$ cat src/rtl/dram_subarray_rowops.sv
module dram_subarray_rowops #(
  parameter int ROW_BITS   = 64,
  parameter int ROWS       = 16,
  parameter int SUB_W      = 2,
  parameter int SUB_ID     = 1,
  parameter int GAP_CYCLES = 3,
  localparam int COLS      = ROW_BITS / 8,
  localparam int COL_W     = $clog2(COLS),
  localparam int ROW_W     = $clog2(ROWS),
  localparam int BUSY_W    = $clog2(GAP_CYCLES + 1)
) (
  input  logic             clk,
  input  logic             rst_n,
  input  logic [2:0]       cmd_op,
  input  logic [SUB_W-1:0] sub_sel,
  input  logic [ROW_W-1:0] row_sel,
  input  logic [COL_W-1:0] col_sel,
  input  logic [7:0]       wr_byte,
  output logic [7:0]       rd_byte,
  output logic             rd_valid,
  output logic             ready,
  output logic             err,
  output logic             row_open
);

  localparam logic [2:0] OP_IDLE = 3'd0;
  localparam logic [2:0] OP_OPEN = 3'd1;
  localparam logic [2:0] OP_RD   = 3'd2;
  localparam logic [2:0] OP_WR   = 3'd3;
  localparam logic [2:0] OP_CLS  = 3'd4;
  localparam logic [2:0] OP_TRI  = 3'd5;
  localparam int TRI_BASE = ROWS - 3;

  logic [ROW_BITS-1:0] cells [ROWS];
  logic [ROW_BITS-1:0] amp;
  logic [ROW_W-1:0]    open_row;
  logic [BUSY_W-1:0]   busy;

  logic                here, row_ok, legal, accept, bad;
  logic [ROW_BITS-1:0] maj;
  logic [COL_W+2:0]    bit_base;

  assign ready    = (busy == '0);
  assign here     = (int'(sub_sel) == SUB_ID);
  assign row_ok   = (int'(row_sel) < ROWS);
  assign bit_base = {col_sel, 3'b000};

  assign maj = (cells[TRI_BASE] & cells[TRI_BASE+1]) |
               (cells[TRI_BASE+1] & cells[TRI_BASE+2]) |
               (cells[TRI_BASE] & cells[TRI_BASE+2]);

  always_comb begin
    case (cmd_op)
      OP_OPEN: legal = here && row_ok;
      OP_RD,
      OP_WR,
      OP_CLS:  legal = row_open;
      OP_TRI:  legal = !row_open && here && (int'(row_sel) == TRI_BASE);
      default: legal = 1'b0;
    endcase
  end

  assign accept = ready && legal;
  assign bad    = (cmd_op != OP_IDLE) && !accept;

  always_ff @(posedge clk) begin
    if (!rst_n) begin
      for (int i = 0; i < ROWS; i++) cells[i] <= '0;
      amp      <= '0;
      open_row <= '0;
      row_open <= 1'b0;
      busy     <= '0;
      rd_byte  <= '0;
      rd_valid <= 1'b0;
      err      <= 1'b0;
    end else begin
      err      <= bad;
      rd_valid <= 1'b0;
      if (busy != '0) busy <= busy - 1'b1;
      if (accept) begin
        case (cmd_op)
          OP_OPEN: begin
            if (row_open) cells[row_sel] <= amp;
            else          amp <= cells[row_sel];
            row_open <= 1'b1;
            open_row <= row_sel;
            busy     <= BUSY_W'(GAP_CYCLES);
          end
          OP_RD: begin
            rd_byte  <= amp[bit_base +: 8];
            rd_valid <= 1'b1;
          end
          OP_WR: begin
            amp[bit_base +: 8]             <= wr_byte;
            cells[open_row][bit_base +: 8] <= wr_byte;
          end
          OP_CLS: begin
            row_open <= 1'b0;
            busy     <= BUSY_W'(GAP_CYCLES);
          end
          OP_TRI: begin
            cells[TRI_BASE]   <= maj;
            cells[TRI_BASE+1] <= maj;
            cells[TRI_BASE+2] <= maj;
            amp      <= maj;
            row_open <= 1'b1;
            open_row <= ROW_W'(TRI_BASE);
            busy     <= BUSY_W'(GAP_CYCLES);
          end
          default: ;
        endcase
      end
    end
  end

  assert_gap_after_open_R4: assert property (@(posedge clk) disable iff (!rst_n)
    (ready && cmd_op == OP_OPEN && here && row_ok) |=> !ready);

  assert_gap_after_close_R4: assert property (@(posedge clk) disable iff (!rst_n)
    (ready && cmd_op == OP_CLS && row_open) |=> (!ready && !row_open));

  assert_read_closed_R9: assert property (@(posedge clk) disable iff (!rst_n)
    (cmd_op == OP_RD && !row_open) |=> (err && !rd_valid));

  assert_busy_reject_R9: assert property (@(posedge clk) disable iff (!rst_n)
    (!ready && cmd_op != OP_IDLE) |=> err);

  assert_read_source_R2: assert property (@(posedge clk) disable iff (!rst_n)
    rd_valid |-> $past(cmd_op == OP_RD && row_open));

  assert_foreign_sub_R6: assert property (@(posedge clk) disable iff (!rst_n)
    (cmd_op == OP_OPEN && !here) |=> (err && $stable(row_open) && $stable(open_row)));

  assert_tri_opens_R7: assert property (@(posedge clk) disable iff (!rst_n)
    (ready && cmd_op == OP_TRI && !row_open && here && int'(row_sel) == TRI_BASE)
      |=> (row_open && !ready && int'(open_row) == TRI_BASE));

  assert_tri_misaddr_R8: assert property (@(posedge clk) disable iff (!rst_n)
    (cmd_op == OP_TRI && int'(row_sel) != TRI_BASE) |=> (err && $stable(row_open)));

  assert_undef_op_R10: assert property (@(posedge clk) disable iff (!rst_n)
    (cmd_op == 3'd6 || cmd_op == 3'd7) |=> err);

  assert_err_excl_R2: assert property (@(posedge clk) disable iff (!rst_n)
    err |-> !rd_valid);

endmodule

$ cat config.mk
export PLATFORM = sky130hd
export DESIGN_NAME = dram_subarray_rowops
export DESIGN_NICKNAME = d
export VERILOG_FILES = /design/src/rtl/dram_subarray_rowops.sv
export SDC_FILE = /design/constraint.sdc
export NUM_CORES = 2
export LEC_CHECK = 0
export BUFFER_PORTS_ARGS = -buffer_cell sky130_fd_sc_hd__buf_2
export CORE_UTILIZATION = 30
export DETAILED_ROUTE_END_ITERATION = 6
export GPL_ROUTABILITY_DRIVEN = 0
export PLACE_DENSITY = 0.56
export SLEW_MARGIN = 30
export SYNTH_ARGS = -nofsm -noshare
export SYNTH_HDL_FRONTEND = slang
export SYNTH_SLANG_ARGS = --single-unit
$ cat constraint.sdc
create_clock -name clk -period 4.7 [get_ports clk]
set_clock_uncertainty 0.2 [all_clocks]
set_input_delay 0.235 -clock clk [delete_from_list [all_inputs] [get_ports clk]]
set_output_delay 0.235 -clock clk [all_outputs]
set_load 0.02 [all_outputs]
After elaboration in Yosys (flattened, before gate mapping)
Memory sizes are Yosys's and may differ from the RTL's.
Cells that the tools add are included.
{"block": "totals", "word_cells": 84, "n_memories": 1, "ram_bits": 1024, "reg_bits": 81, "input_bits": 22, "out_inout_bits": 12}
{"memory": "cells", "words": 16, "width": 64, "rd": 4, "rd_clocked_by_memory_dff": 0, "write_ports": 16, "line_no": "34", "rtl": "logic [ROW_BITS-1:0] cells [ROWS];"}
{"block": "op_classes", "bitwise": 8, "n_eq_ne": 8, "add_sub_neg": 2, "mux": 33, "shift": 3, "reduce_logical": 22}
{"operator": "two-way mux 64 bit", "count": 8}
{"operator": "bitwise AND 64 bit", "count": 3}
{"operator": "one-hot mux 64 bit (3 select lines)", "count": 1}
{"operator": "OR 64 bit", "count": 2}
{"operator": "OR reduction 64 bit", "count": 2}
{"operator": "bitwise mux 64 bit", "count": 1}
{"operator": "variable shift 8 x 8 -> 64 bit (first input constant)", "count": 1}
{"operator": "indexed part select 64 x 7 -> 8 bit", "count": 1}
{"operator": "indexed part select 8 x 8 -> 64 bit", "count": 1}
{"operator": "two-way mux 1 bit", "count": 15}
{"operator": "two-way mux 4 bit", "count": 2}
{"operator": "negator 6 -> 8 bit", "count": 1}
{"operator": "one-hot mux 4 bit (2 select lines)", "count": 1}
{"operator": "AND reduction 2 bit", "count": 4}
{"operator": "== test 3 x 2 -> 1 bit (second input constant)", "count": 2}
{"operator": "== test 3 bit (second input constant)", "count": 2}
{"operator": "two-way mux 2 bit", "count": 3}
{"operator": "nonzero test 2 bit", "count": 3}
{"operator": "nonzero test 3 bit", "count": 2}
{"operator": "OR reduction 3 bit", "count": 2}
{"operator": "== test 4 x 3 -> 1 bit (second input constant)", "count": 1}
{"operator": "logical AND 1 bit", "count": 4}
{"operator": "== test 3 x 1 -> 1 bit (second input constant)", "count": 1}
{"operator": "OR 1 bit", "count": 3}
{"operator": "other kinds (9)", "count": 10}

Longest topological paths before layout
{"block": "depth", "depth_word": 11, "mapped_depth": 16, "depth_no_buf": 9}

Worst setup path after synthesis
OpenSTA, ideal clock, no wires.
{"block": "synth_timing", "path_type": "in2reg", "from": "in col_sel[1]", "to": "mem cells[8][0], enable pin", "slack_ns": 0.720, "required_ns": 4.116, "stages": 15, "path_buffers": 6, "t_arrival_ns": 3.396, "setup_ns": 0.384, "cell_sequence": "buf_4 > buf_1 > inv_1 > ha_1 > ha_1 > buf_2 > nor2_1 > and4_1 > buf_4 > o21a_1 > nand2b_1 > buf_2 > buf_4 > mux2_2 > o21ai_0"}
{"element": "from (decl)", "line_no": "17", "rtl": "input logic [COL_W-1:0] col_sel,"}
{"element": "to (decl)", "line_no": "34"}

==> results.md <==
- Status: complete, no violations
- Seq/Total Area, Yosys: 0.614
- Worst-Margin Slew: roughly 1000 ps
- Slew Viols, Final: 0
- Power per cell area: 364 nW/um^2
- TritonCTS Buffers: 119
- R2r setup slk: 1160 ps
- Vias in the first global route: 34.5k
- Antenna violations before repair: 6
- Crit path capture: cells[6][7]$_SDFFCE_PN0P_
- Die height: 421 um
- Critical path class: input pin to flip-flop
- Final worst setup slack: approximately 360 ps
- GRT overflow: 0
- Synth Flop Type: edfxtp_1
- DRT iter0 DRCs: 3905
- Int Pwr: 16.7 mW
- Core ar.: about 170000 um^2
- IO Port Bufs: 33
- Global-route wire length before repair: approximately 240 mm
- Critical path endpoint category: flip-flop
- Post-Syn Instances: 4119
- Endpoints failing hold: 0
- Clock transition at path regs: 60 ps
- CTS root buf: clkbuf_16
- Fin cells: 6551
- CP startpoint: col_sel[2]
- Routed WL: 163 mm
- Worst slew margin: 0.313
- I/O Pins: 34
- All-Layer GR Usage: 0.181
- Dpl cells: between 6k and 7k
- Die span in x: 421 um
- CTS H-tree lvls: 3
- Net Sw Power: between 5 and 6 mW
- Yosys reg bits: around 1.1k
- DR pass1 iterations: 5
- Wirelength per Cell: 24.8 um
- Synthesized cell area: 52700 um^2
- FF+latch area: 32400 um^2
- Num rows: around 150
- Initial Util: 0.303
- Vias: between 30k and 40k
- Yosys Warn Count: 0
- TNS Setup: 0 ps
- Hold slack: roughly 92 ps
- Synth cell types: 60
- Share of power burned in registers: 0.513
- Hold WC Path Type: input pin to flip-flop
- Fmax: 231 MHz
- Nets@finish: 4157
- Crit share post-route: 0.923
- Dpl hpwl: around 110 mm
- RSZ-0062 raised after global routing: no
- Drt via density: about 5.3
- Required time worst endpoint: just under 5000 ps
- CTS tree: built
- Startpoint class of the critical path: input pin
- Post-layout min period: 4340 ps
- Synth async-reset ratio: 0
- Post-CTS Setup Bufs: 0
- Deepest clock path buffer count: 3
- Post-route antenna net violation count: 0
- Layout cells sized above 1: 0.198
- Leak: 19.0 nW
- Post-synth EDFFs: just over 1k
- Worst EP arrival: 4530 ps
- Layout area overhead: 13.2%
- Max_cap viols: 0
- Area of the multi-input gates: around 19000 um^2
- Worst r2r src: row_open$_SDFFE_PN0P_
- Net Sw Frac: 0.233
- Pwr Total: about 22 mW
- Dpl ws: 327 ps
- Fillcell total: 17.0k
- Comb pwr share: 0.067
- Post-Syn Nets: 4143
- Mean post-synth cell area: 12.8 um^2
- Die ar.: 177000 um^2
- R2R cell count: 8
- Worst-path fanout max: 52
- Maximum vdd drop: 0.281 mV
- Clock power share: 0.420
- Clock Latency Late Sink: around 760 ps
- # clock sinks: 1105
- Worst reg2reg endpoint: cells[13][10]$_DFFE_PP_
- DRC viols: 0
- Largest net degree at the start of global routing: 129
- Setup-failing EPs final: 0
==> synth_stat cells (3+ instances only) <==
cell type     n  area share
buf_4        17      0.0024
nand2_1     383       0.027
nand2_2       3     0.00036
nor2_4        3     0.00064
nor2_1      863       0.061
maj3_1       64       0.012
clkbuf_1    136      0.0097
inv_1         8     0.00057
o21ai_1       6     0.00057
dfxtp_1      81       0.031
a211oi_1    128       0.018
mux4_2      272        0.12
buf_2       136       0.013
a21oi_2      64       0.011
nand2b_1      8     0.00095
o21ai_2       5     0.00083
nand4bb_1     3     0.00064
o311a_1       3     0.00057
mux2_2        5      0.0011
edfxtp_1   1024        0.58
nor2_2        4     0.00047
nand3_1      12      0.0011
a21boi_0      7      0.0010
o21ai_0     338       0.032
a21oi_1      15      0.0014
buf_1        14      0.0010
or2_2        69      0.0082
nor4_1        5     0.00059
nor2b_1      73      0.0087
nor4_2        4     0.00095
a311oi_1      8      0.0013
mux2i_1     130       0.025
and3_1        5     0.00059
nor3_1      162       0.015
mux2i_2       5      0.0013
mux2i_4       3      0.0013
nor3_2       24      0.0046
==> through the flow <==
| stage | area [um^2] | utilization |
|---|---|---|
| 3_3_place_gp | 55900 | 0.321 |
| 6_report | 59700 | 0.343 |
| 2_1_floorplan | 52700 | - |
| 3_5_place_dp | 55900 | 0.321 |
| 5_1_grt | 59700 | 0.343 |
| 4_1_cts | 59700 | 0.343 |
==> placed cells by master (no fill, tap or decap), types with 9 or more instances in the layout <==
cell type / instances
a21oi_2: 63
nor3_1: 161
buf_2: 28
maj3_1: 64
nand3_1: 12
clkinvlp_4: 9
mux2i_2: 10
nand2_1: 381
clkinv_2: 23
buf_12: 10
mux2i_1: 125
buf_4: 148
dfxtp_1: 81
a21oi_1: 15
clkinv_1: 24
clkbuf_16: 121
nor2_1: 860
mux4_2: 272
o21ai_0: 337
dlygate4sd3_1: 9
or2_2: 69
clkbuf_1: 18
edfxtp_1: 1024
a211oi_1: 128
nor2b_1: 73
nor3_2: 25
==> flip-flops by register name (all words and copies together) (netlist names) <==
register  flops
amp          64
busy          2
cells      1024
err           1
open_row      4
rd_byte       8
rd_valid      1
row_open      1
==> worst min path at each step <==
stage                           endpoint  slack (ps)  depth (start not counted)          startpoint
finish              amp[23]$_SDFFE_PN0P_          90                          5          wr_byte[7]
global route        amp[23]$_SDFFE_PN0P_          80                          5          wr_byte[7]
CTS                 amp[23]$_SDFFE_PN0P_           5                          5          wr_byte[7]
detailed placement    busy[1]$_SDFF_PN0_         270                          2  busy[1]$_SDFF_PN0_
global placement      busy[1]$_SDFF_PN0_         260                          2  busy[1]$_SDFF_PN0_
floorplan             busy[1]$_SDFF_PN0_         250                          2  busy[1]$_SDFF_PN0_
==> cell families after synthesis <==
| family | Yosys count | synth area share |
|---|---|---|
| adder cells (fa/ha/maj) | 66 | 0.0126 |
| flip-flops | 1105 | 0.614 |
| AO/OA/AOI/OAI | 581 | 0.0679 |
| AND/OR/NAND/NOR | 1635 | 0.134 |
| buffers and inverters | 316 | 0.0271 |
| multiplexers | 416 | 0.145 |
==> layer usage <==
| metal | part of all wire | track usage |
|---|---|---|
| met2 | 0.47 | 0.283 |
| met1 | 0.42 | 0.247 |
| met4 | 0.042 | 0.0789 |
| met5 | 0 | 0 |
| met3 | 0.073 | 0.0290 |
==> critical path: stages <==
cell           delay [ps]
dlygate4sd3_1         630
buf_2                 290
clkinv_1              280
ha_1                  560
nor2_1                110
and4_1                260
o21ai_4               170
buf_12                320
mux2i_4               610
buf_4                 240
nand2_1               320
nand2_1               450
==> power groups by stage <==
stage	logic (mW)	registers, mW	clock network [mW]
after floorplan	0.951	11.3	0
after global placement	1.44	11.3	0
after detailed placement	1.45	11.4	0
after CTS	1.46	11.1	9.26
after global routing	1.53	11.2	9.62
final	1.45	11.1	9.13
==> final cells by class <==
cell class              count  area share
inverters                  10    0.000629
well taps                2325      0.0487
repair buffers            199      0.0268
diodes                      5    0.000210
flip-flops and latches   1105       0.542
clock buffers             139      0.0519
clock inverters            70      0.0102
multi-input cells        2698       0.319
==> repair_timing <==
item	CTS	global route
endpoints found under the hold margin	23	0
gates resized for setup	0	0
hold buffers	9	0
setup endpoints to repair	0	0
No activity file was read; power rests on OpenSTA's default activity.
